## src/rtl/sls_pkg.sv

```systemverilog
package sls_pkg;
    typedef enum logic { SRC_A = 1'b0, SRC_B = 1'b1 } src_e;
    typedef enum logic { FEED_NEW = 1'b0, FEED_LOOP = 1'b1 } feed_e;
endpackage

```

## src/rtl/sls_feed_mux.sv

```systemverilog
module sls_feed_mux
    import sls_pkg::*;
(
    input  logic in_a,
    input  logic in_b,
    input  logic src_sel,
    input  logic loop_mode,
    input  logic loop_bit,
    output logic feed
);
    src_e  src;
    feed_e fmode;
    logic  ext_bit;

    assign src   = src_e'(src_sel);
    assign fmode = feed_e'(loop_mode);

    always_comb begin
        unique case (src)
            SRC_A:   ext_bit = in_a;
            SRC_B:   ext_bit = in_b;
            default: ext_bit = in_a;
        endcase
    end

    always_comb begin
        unique case (fmode)
            FEED_NEW:  feed = ext_bit;
            FEED_LOOP: feed = loop_bit;
            default:   feed = ext_bit;
        endcase
    end
endmodule

```

## src/rtl/sls_section.sv

```systemverilog
module sls_section #(
    parameter int STAGES = 64
) (
    input  logic clk,
    input  logic rst,
    input  logic en,
    input  logic din,
    output logic dout
);
    logic [STAGES-1:0] stg;

    always_ff @(posedge clk) begin
        if (rst)
            stg <= '0;
        else if (en)
            stg <= {stg[STAGES-2:0], din};
    end

    assign dout = stg[STAGES-1];


    clear_on_reset_chk: assert property (@(posedge clk) rst |=> stg == '0);

    hold_when_idle_chk: assert property (@(posedge clk) disable iff (rst)
        !en |=> $stable(stg));

    entry_bit_chk: assert property (@(posedge clk) disable iff (rst)
        en |=> stg[0] == $past(din));

    move_along_chk: assert property (@(posedge clk) disable iff (rst)
        en |=> stg[STAGES-1:1] == $past(stg[STAGES-2:0]));
endmodule

```

## src/rtl/serial_loop_shifter.sv

```systemverilog
module serial_loop_shifter #(
    parameter int STAGES   = 64,
    parameter int SECTIONS = 2
) (
    input  logic clk,
    input  logic rst,
    input  logic shift_en,
    input  logic in_a,
    input  logic in_b,
    input  logic src_sel,
    input  logic loop_mode,
    output logic tail_q,
    output logic tail_qn,
    output logic shift_pulse
);
    localparam int TOTAL = STAGES * SECTIONS;

    logic [SECTIONS:0] link;
    logic              feed;

    sls_feed_mux u_mux (
        .in_a      (in_a),
        .in_b      (in_b),
        .src_sel   (src_sel),
        .loop_mode (loop_mode),
        .loop_bit  (link[SECTIONS]),
        .feed      (feed)
    );

    assign link[0] = feed;

    for (genvar g = 0; g < SECTIONS; g++) begin : g_sec
        sls_section #(.STAGES(STAGES)) u_sec (
            .clk  (clk),
            .rst  (rst),
            .en   (shift_en),
            .din  (link[g]),
            .dout (link[g+1])
        );
    end

    always_ff @(posedge clk) begin
        if (rst)
            shift_pulse <= 1'b0;
        else
            shift_pulse <= shift_en;
    end

    assign tail_q  = link[SECTIONS];
    assign tail_qn = ~link[SECTIONS];


    complement_chk: assert property (@(posedge clk) tail_qn == !tail_q);

    reset_out_chk: assert property (@(posedge clk) rst |=> !tail_q && !shift_pulse);

    pulse_chk: assert property (@(posedge clk) disable iff (rst)
        shift_en |=> shift_pulse);

    no_pulse_chk: assert property (@(posedge clk) disable iff (rst)
        !shift_en |=> !shift_pulse);

    loop_feed_chk: assert property (@(posedge clk) disable iff (rst)
        shift_en && loop_mode |=> g_sec[0].u_sec.stg[0] == $past(tail_q));

    src_a_chk: assert property (@(posedge clk) disable iff (rst)
        shift_en && !loop_mode && !src_sel |=> g_sec[0].u_sec.stg[0] == $past(in_a));

    src_b_chk: assert property (@(posedge clk) disable iff (rst)
        shift_en && !loop_mode && src_sel |=> g_sec[0].u_sec.stg[0] == $past(in_b));

    initial begin

        depth_ok_chk: assert (TOTAL >= 2 && STAGES >= 2);
    end
endmodule

```

## config.mk

```make
export PLATFORM = sky130hd
export DESIGN_NAME = serial_loop_shifter
export DESIGN_NICKNAME = d
export VERILOG_FILES = /design/src/rtl/sls_pkg.sv /design/src/rtl/sls_feed_mux.sv /design/src/rtl/sls_section.sv /design/src/rtl/serial_loop_shifter.sv
export SDC_FILE = /design/constraint.sdc
export NUM_CORES = 1
export LEC_CHECK = 0
export ABC_CLOCK_PERIOD_IN_PS = 1200
export BUFFER_PORTS_ARGS = -buffer_cell sky130_fd_sc_hd__buf_2
export CORE_MARGIN = 1.5
export CORE_UTILIZATION = 60
export DETAILED_ROUTE_END_ITERATION = 8
export PLACE_DENSITY = 0.85
export SLEW_MARGIN = 30
export SYNTH_ARGS = -nofsm -noshare
export SYNTH_HDL_FRONTEND = slang
export SYNTH_SLANG_ARGS = --single-unit
```

## constraint.sdc

```tcl
create_clock -name clk -period 1.2 [get_ports clk]
set_input_delay 0.24 -clock clk [delete_from_list [all_inputs] [get_ports clk]]
set_output_delay 0.24 -clock clk [all_outputs]
set_load 0.005 [all_outputs]
```

# After elaboration in Yosys (flattened, before gate mapping)
# Index checks and enable logic that the tools add are counted.
# Widths: inputs -> output; s select.
[word_totals] input_bits=7 word_cells=8 register_bits=129
[op_classes] muxes=2 bitwise=3
[ops] operator="$pmux 1 s2" count=2
[ops] operator="$not 1->1" count=3

# Longest topological paths before layout
# Gate-level depths: netlist (run 1).
[depth] word_depth=3 mapped_depth=5 mapped_depth_nobuf=2

# By module
# From an unflattened synthesis (run 1), not the netlist that was laid out.
[unflattened] cells_unflattened=418 area_unflattened_um2=4638.2
[modules_own_cells] mod="sls_section" instances=2 seq_area_each_um2=1281.2 cells_per_inst=206 area_per_inst_um2=2290.9
[modules_own_cells] mod="serial_loop_shifter" instances=1 seq_area_each_um2=20.0 cells_per_inst=3 area_per_inst_um2=37.5
[modules_own_cells] mod="sls_feed_mux" instances=1 seq_area_each_um2=0.0 cells_per_inst=3 area_per_inst_um2=18.8

# Least setup slack after synthesis (run 1)
# Ideal clock, no wire load.
[synth_path] path_type="input to register" startpoint="input shift_en" endpoint="register g_sec[0].u_sec.stg[29]" path_stages=5 path_buffers=3 required_ps=1072 arrival_ps=870 setup_ps=128 slack_ps=202 path_cell_list="buf_4 buf_12 buf_8 mux2i_1 nor2_1"
[synth_lines] element="start, declared" line_no="serial_loop_shifter.sv:7" source="input logic shift_en,"
[synth_lines] element="end signal, assigned" line_no="sls_section.sv:16" source="stg <= {stg[STAGES-2:0], din};"
[synth_lines] element="end, declared" line_no="sls_section.sv:10" source="logic [STAGES-1:0] stg;"

# Worst setup path in the final report (run 1)
[layout_path] startpoint="register g_sec[1].u_sec.stg[63]" endpoint="output tail_qn"
[layout_via] elab_chain_len=1
[layout_lines] element="start, declared" line_no="sls_section.sv:10"
[layout_lines] element="start signal, assigned" line_no="sls_section.sv:16"
[layout_lines] element="$not 1->1" line_no="serial_loop_shifter.sv:50" source="assign tail_qn = ~link[SECTIONS];"
[layout_lines] element="end, declared" line_no="serial_loop_shifter.sv:13" source="output logic tail_qn,"
# Every way passes these cells.

==> results of run 1 <==
==> how the worst min path moves through the flow <==
stage / start / to / slack (ps) / depth (start not counted)
finish: loop_mode / g_sec[0].u_sec.stg[0] / 60 / 3
global route: shift_en / shift_pulse / 70 / 2
CTS: loop_mode / g_sec[0].u_sec.stg[0] / 40 / 3
detailed placement: rst / shift_pulse / 480 / 2
global placement: g_sec[0].u_sec.stg[25] / g_sec[0].u_sec.stg[26] / 470 / 2
floorplan: rst / shift_pulse / 320 / 1
==> final cells by class <==
type,instances,area [um2],share of cell area [%]
clock inverters,11,105.1,1.991
well taps,99,123.9,2.346
repair buffers,19,206.4,3.910
clock buffers,21,459.2,8.697
multi-input cells,259,1793,33.96
flip-flops and latches,129,2585,48.96
inverters,2,7.507,0.1422
==> per-layer routing <==
layer / track usage (%) / vias to the layer above / part of all wire (%)
met5: 0 / - / 0
met4: 10.16 / 0 / 2.0
met3: 4.858 / 13 / 1.8
met2: 29.35 / 21 / 49
met1: 21.27 / 1301 / 47
li1: - / 1407 / -
==> kinds of logic (layout without fill, tap and decap cells) <==
kind of cell / after synthesis / after routing / share of synthesized area, %
AND/OR/NAND/NOR: 130 / 130 / 10.74
flip-flops: 129 / 129 / 55.41
multiplexers: 128 / 128 / 27.52
buffers and inverters: 31 / 53 / 6.121
AO/OA/AOI/OAI: 1 / 1 / 0.2148
==> layout by cell type (no fill, tap or decap) <==
master	instances
dfxtp_1	127
inv_1	1
nor2b_1	1
clkbuf_16	16
dfxtp_2	2
inv_2	1
inv_6	2
mux2_2	1
clkbuf_1	1
a311o_1	1
buf_4	5
bufinv_16	1
buf_2	5
and4b_1	1
buf_12	5
buf_6	3
clkbuf_8	4
nor2_1	127
nor3b_1	1
mux2i_1	127
dlygate4sd3_1	1
clkinv_2	2
clkinvlp_4	4
clkinv_4	2
==> power by group <==
part | leakage, uW | internal [uW] | switching [uW]
Clock | 0.000267 | 2920 | 1820
Combinational | 0.00106 | 138 | 179
Sequential | 0.00104 | 4290 | 2.43
==> tightest hold or removal path, cell delays in order <==
cell	delay, ps
buf_2	100
inv_1	40
a311o_1	140
==> registers in the layout, summed over array words and instances, names as in the netlist <==
register,flops
g_sec.u_sec.stg,128
shift_pulse,1
==> timing repair <==
| action | 4_1_cts | 5_1_grt |
|---|---|---|
| hold endpoints to repair | 1 | 0 |
| hold buffers | 1 | 0 |
| resized for setup | 1 | 4 |
| setup endpoints to repair | 2 | 3 |
| pin swaps | 0 | 0 |
| setup buffers | 1 | 0 |
==> through the flow <==
stage / setup slack, ps / instance area (um2)
2_1_floorplan: 202.1 / 4661
3_5_place_dp: 118.7 / 4683
6_report: -46.89 / 5280
4_1_cts: -49.76 / 5266
5_1_grt: -68.93 / 5280
3_3_place_gp: 147.4 / 4683
==> results.toml, run 1 <==
[yosys]
synthArstFlopShare_pct = 0
avgSynthCellArea_um2 = 11.12
ys_top_cells_by_area = "dfxtp_1, mux2i_1, nor2_1"
netlist_top_cells_count = "dfxtp_1, mux2i_1, nor2_1"
seq_area_frac_synth_pct = 55.41
synth_top_area_cell = "dfxtp_1"
yosysWarnings = 0
yosys_register_bits = 129
synthCells = 419
synth.net_count = 426
netlist_area_um2 = 4661
synth_edf_count = 0
synth_cell_type_count = 14
yosysMostFrequentCell = "dfxtp_1"
synthFlopType = "dfxtp_1"
synth_top_area_share_pct = 55.41

[timing]
finClkSkew_ps = 7.777
setup_tns_ps = -52.14
slew_headroom_pct = 71.27
slew_viol_final = 0
worstMarginPinSlew_ps = 430.9
setup_ws_ps = -46.89
rsz0062_at_grt = "yes"
period_share_pct = 103.9
hold_viol_final = 0
final-setup-viol-count = 2
period_minus_slack_ps = 1247
max_freq_ghz = 0.8020
hold-worst-slack_ps = 61.65

[clock_network]
insertion_delay_ps = 500
cts_tree = "yes"
htree_num_levels = 4
cts_root_buf = "clkbuf_8"
numCtsBuffers = 17
clockBufferDepth = 2
path_clk_slew_ps = 60
cts.sinks = 129

[worst_setup_path]
timing.critical_path.from = "g_sec[1].u_sec.stg[63]"
worstSetupEndpointType = "output pin"
r2r_setup_slack_ps = 110
critPathTopFamily = "flip-flops"
max_stage_delay_ps = 350
worstPathRequired_ps = 960
r2r-start = "g_sec[1].u_sec.stg[63]"
crit_type = "reg -> out"
r2r_cells = 3
arrival_ps = 1010
start_kind = "register"
crit_fanout = 3
path_depth = 2
crit_path_top_delay_cell = "dfxtp_2"
crit_chain = "inv_2 -> buf_6"
cp-endpoint = "tail_qn"
cp.buffers_inverters = 2
timing.rr.end = "g_sec[0].u_sec.stg[0]"

[placement]
io_buffers = 9
placed_cells = 506
place.gp.congestion = 0.6862
dp_hpwl_um = 3671

[die]
rows = 31
coreArea_um2 = 7370
fp.dieH_um = 91.14
initial_core_util_pct = 63.24
die_w_um = 91.14
fp.dieArea_um2 = 8306
io_pins = 10

[finish]
antenna_cells = 0
drive_gt1_share_pct = 12.02
area_delta_synth_final_pct = 13.29
nFillCells = 517
utilization_pct = 71.65
layout.nets = 435
stdcell_count = 540

[global_routing]
track_usage_pct = 17.97
grt_max_degree = 83
grt_first_pass_wirelength_um = 11930
antenna_found_initial = 0
first_global_vias = 2701
gr-total-overflow = 0

[run]
cap_violations = 0

[detailed_routing]
drtAntennaViolNets = 0
vias = 2742
totalWireLength_um = 6895
drc = 0
dr.pass1.iters = 6
wl_per_cell_um = 12.77
drt_iter0_drc = 131
via_per_inst = 5.078

[pwr]
total_power_uw = 9352
powerDensity_nw_per_um2 = 1771
p_leak_uw = 0.002362
ir_drop_v = 0.001142

[outcome]
outcome = "finished with violations"
failed_checks = "setup timing"

[min_path]
hp-class = "in -> reg"
(Power assumes the default switching activity.)
==> run 2, diff against run 1 <==
--- a/config.mk
+++ b/config.mk
@@ -7,6 +7,7 @@
 export LEC_CHECK = 0
 export ABC_CLOCK_PERIOD_IN_PS = 1200
 export BUFFER_PORTS_ARGS = -buffer_cell sky130_fd_sc_hd__buf_2
+export CORE_ASPECT_RATIO = 1.25
 export CORE_MARGIN = 1.5
 export CORE_UTILIZATION = 60
 export DETAILED_ROUTE_END_ITERATION = 8
==> results.toml, run 2 (synthesis gave the netlist of run 1 again) <==
[detailed_routing]
drt_iter0_drc = 70
totalWireLength_um = 6946
via_per_inst = 5.110
dr.pass1.iters = 4
wl_per_cell_um = 13.01
vias = 2729
drtAntennaViolNets = 0
drc = 0

[clock_network]
numCtsBuffers = 17
cts_tree = "yes"
cts.sinks = 129
clockBufferDepth = 2
cts_root_buf = "clkbuf_8"
htree_num_levels = 4
insertion_delay_ps = 510
path_clk_slew_ps = 50

[global_routing]
antenna_found_initial = 0
grt_max_degree = 50
grt-busiest-layer = "met2"
first_global_vias = 2735
gr-total-overflow = 0
track_usage_pct = 19.29
use_met3_pct = 6.306
grt_first_pass_wirelength_um = 12020
grt_use_met2_pct = 31.72
grt_use_met1_pct = 22.27

[worst_setup_path]
worstPathRequired_ps = 960
arrival_ps = 1010
start_kind = "register"
worstSetupEndpointType = "output pin"
crit_type = "reg -> out"
crit_fanout = 3

[die]
fp.dieArea_um2 = 8309
initial_core_util_pct = 62.61
coreArea_um2 = 7445
rows = 35
die_w_um = 81.83
fp.dieH_um = 101.5
io_pins = 10

[timing]
period_minus_slack_ps = 1247
hold-worst-slack_ps = 83.85
setup_tns_ps = -65.37
hold_viol_final = 0
finClkSkew_ps = 6.867
setup_ws_ps = -47.09
rsz0062_at_grt = "yes"
worstMarginPinSlew_ps = 462.4
slew_viol_final = 0
slew_headroom_pct = 69.18
final-setup-viol-count = 2
max_freq_ghz = 0.8019
period_share_pct = 103.9

[finish]
drive_gt1_share_pct = 11.54
largest_reg_flops = 128
area_delta_synth_final_pct = 14.09
antenna_cells = 0
layout.nets = 436
largest-register = "g_sec.u_sec.stg"
most-common-layout-cells = "mux2i_1, nor2_1, dfxtp_1"
reg_top3 = "g_sec.u_sec.stg: 128 flops, shift_pulse: 1 flops"
utilization_pct = 71.43

[outcome]
failed_checks = "setup timing"
outcome = "finished with violations"

[placement]
dp_hpwl_um = 3880
dp_slack_ps = 52.60
io_buffers = 9
place.gp.congestion = 0.6879

[pwr]
p_leak_uw = 0.002383
ir_drop_v = 0.001279
powerDensity_nw_per_um2 = 1807

[min_path]
hp-class = "in -> reg"

[run]
cap_violations = 0
[run 2: per-layer routing]
metal | share of wire (%) | vias up | wire [um]
met5 | 0 | - | 0
met4 | 1.4 | 0 | 95
met1 | 46 | 1284 | 3175
met2 | 50 | 24 | 3500
met3 | 2.5 | 10 | 174
li1 | - | 1411 | -
[run 2: repair_timing]
action                                  4_1_cts  5_1_grt
pin swaps                                     0        0
endpoints found under the setup margin        2        3
buffers inserted                              1        0
hold buffers                                  1        0
gates resized for setup                       2        4
hold endpoints to repair                      1        0
cloned                                        0        0
[run 2: path summary, 6_finish.rpt]
kind	from	endpoint	slack [ps]	cells past startpoint
max	g_sec[1].u_sec.stg[63]	tail_qn	-50	2
min	loop_mode	g_sec[0].u_sec.stg[0]	80	3
max reg2reg	g_sec[1].u_sec.stg[63]	g_sec[0].u_sec.stg[0]	80	3
min reg2reg	g_sec[1].u_sec.stg[14]	g_sec[1].u_sec.stg[15]	490	2
[run 2: final cells by class]
cell class              instances  area, um2
multi-input cells             259       1793
clock buffers                  23      456.7
flip-flops and latches        129       2587
inverters                       2      7.507
clock inverters                 9      131.4
fillers                       492       2127
repair buffers                 20      226.5
well taps                      92      115.1
[run 2: worst max-delay path, stage by stage, from the launching register on]
cell and delay [ps]:
dfxtp_4 360, inv_2 40, buf_6 100
[run 2: stage by stage]
| step | cell area [um2] | std cells | total power, uW |
|---|---|---|---|
| 2_1_floorplan | 4661 | 419 | 4690 |
| 3_3_place_gp | 4695 | 500 | 4697 |
| 3_5_place_dp | 4695 | 500 | 4702 |
| 4_1_cts | 5301 | 534 | 9684 |
| 5_1_grt | 5318 | 534 | 9908 |
| 6_report | 5318 | 534 | 9611 |
[run 2: power breakdown]
group	internal, uW	total [uW]	switching, uW
Sequential	4290	4290	2.18
Combinational	144	324	180
Clock	3270	5000	1730
==> run 3, diff against run 2 <==
--- a/config.mk
+++ b/config.mk
@@ -6,7 +6,7 @@
 export NUM_CORES = 1
 export LEC_CHECK = 0
 export ABC_CLOCK_PERIOD_IN_PS = 1200
-export BUFFER_PORTS_ARGS = -buffer_cell sky130_fd_sc_hd__buf_2
+export BUFFER_PORTS_ARGS = -buffer_cell sky130_fd_sc_hd__buf_4
 export CORE_ASPECT_RATIO = 1.25
 export CORE_MARGIN = 1.5
 export CORE_UTILIZATION = 60
==> results.toml, run 3 (synthesis gave the netlist of run 1 again) <==
[placement]
place.gp.congestion = 0.6853
placed_area_um2 = 4745
dp_hpwl_um = 4091
io_buffers = 9

[outcome]
failed_checks = "setup timing"
outcome = "finished with violations"

[die]
coreArea_um2 = 7445
rows = 35
initial_core_util_pct = 62.61
io_pins = 10
fp.dieArea_um2 = 8309
fp.dieH_um = 101.5
die_w_um = 81.83

[detailed_routing]
wl_per_cell_um = 13.25
drt_iter0_drc = 81
dr.pass1.iters = 4
drc = 0
via_per_inst = 5.209
vias = 2787
totalWireLength_um = 7088
drtAntennaViolNets = 0

[timing]
final-setup-viol-count = 2
setup_ws_ps = -50.00
max_freq_ghz = 0.8000
rsz0062_at_grt = "yes"
slew_headroom_pct = 71.96
period_minus_slack_ps = 1250
finClkSkew_ps = 3.538
period_share_pct = 104.2
slew_viol_final = 0
worstMarginPinSlew_ps = 420.6
hold_viol_final = 0

[worst_setup_path]
crit_type = "reg -> out"
worstSetupEndpointType = "output pin"
start_kind = "register"
r2r_setup_slack_ps = 90
arrival_ps = 1010
worstPathRequired_ps = 960
crit_fanout = 3

[finish]
antenna_cells = 0
reg_top3 = "g_sec.u_sec.stg: 128 flops, shift_pulse: 1 flops"
layout.nets = 437
utilization_pct = 71.63
most-common-layout-cells = "mux2i_1, nor2_1, dfxtp_1"
largest-register = "g_sec.u_sec.stg"
fin_area_um2 = 5333
drive_gt1_share_pct = 12.19
area_delta_synth_final_pct = 14.42
largest_reg_flops = 128

[clock_network]
insertion_delay_ps = 520
path_clk_slew_ps = 60
numCtsBuffers = 17
cts_tree = "yes"
cts_root_buf = "clkbuf_8"
clockBufferDepth = 2
cts.sinks = 129
htree_num_levels = 4

[pwr]
p_leak_uw = 0.002398
ir_drop_v = 0.001316
powerDensity_nw_per_um2 = 1754

[global_routing]
gr-total-overflow = 0
first_global_vias = 2871
antenna_found_initial = 0
grt_first_pass_wirelength_um = 12340
grt_max_degree = 83
track_usage_pct = 19.70

[min_path]
hp-class = "in -> reg"

[run]
cap_violations = 0
==> run 3: final cells by class <==
class	count	area, um2
Inverter	2	7.507
Clock inverter	12	122.6
Clock buffer	20	435.4
Sequential cell	129	2587
Tap cell	92	115.1
Multi-Input combinational cell	259	1793
Timing Repair Buffer	21	271.5
Fill cell	478	2112
==> run 3: worst paths after layout <==
check,from,to,cells after the start
hold / removal,loop_mode,g_sec[0].u_sec.stg[0],3
setup / recovery,g_sec[1].u_sec.stg[63],tail_qn,2
hold reg to reg,g_sec[0].u_sec.stg[35],g_sec[0].u_sec.stg[35],2
setup reg to reg,g_sec[1].u_sec.stg[63],g_sec[0].u_sec.stg[0],3
==> run 3: stage by stage <==
step | hold slack (ps) | setup TNS [ps] | setup slack [ps] | instances | total power [uW]
detailed placement | 474.4 | 0 | 70.09 | 501 | 4718
global route | 74.53 | -163.1 | -87.85 | 535 | 9652
floorplan | 323.1 | 0 | 202.1 | 419 | 4690
CTS | 50.36 | -135.9 | -72.41 | 535 | 9432
global placement | 464.8 | 0 | 113.3 | 501 | 4713
finish | 62.46 | -90.12 | -50.00 | 535 | 9352
==> run 3: worst max-delay path, cell delays in order, from the launching register on <==
cell and delay (ps):
dfxtp_4 360, inv_2 40, buf_6 100
==> run 3: timing repair <==
item / CTS / global route
hold endpoints to repair: 1 / 0
endpoints found under the setup margin: 2 / 3
hold buffers: 1 / 0
gates resized for setup: 4 / 2
setup buffers: 1 / 0
pin swaps: 0 / 0
==> run 3: power breakdown <==
group / total (uW) / internal (uW) / switching (uW) / leakage, uW
Sequential: 4290 / 4290 / 2.51 / 0.00104
Combinational: 340 / 157 / 183 / 0.00108
Clock: 4720 / 2850 / 1880 / 0.000276
Total: 9350 / 7290 / 2060 / 0.00240
==> run 3: metal layers <==
layer	share of wire, %	up-vias	GRT usage, %
met5	0	-	0
li1	-	1422	-
met4	1.1	0	7.432
met3	2.9	7	7.568
met1	43	1326	21.01
met2	53	32	34.68
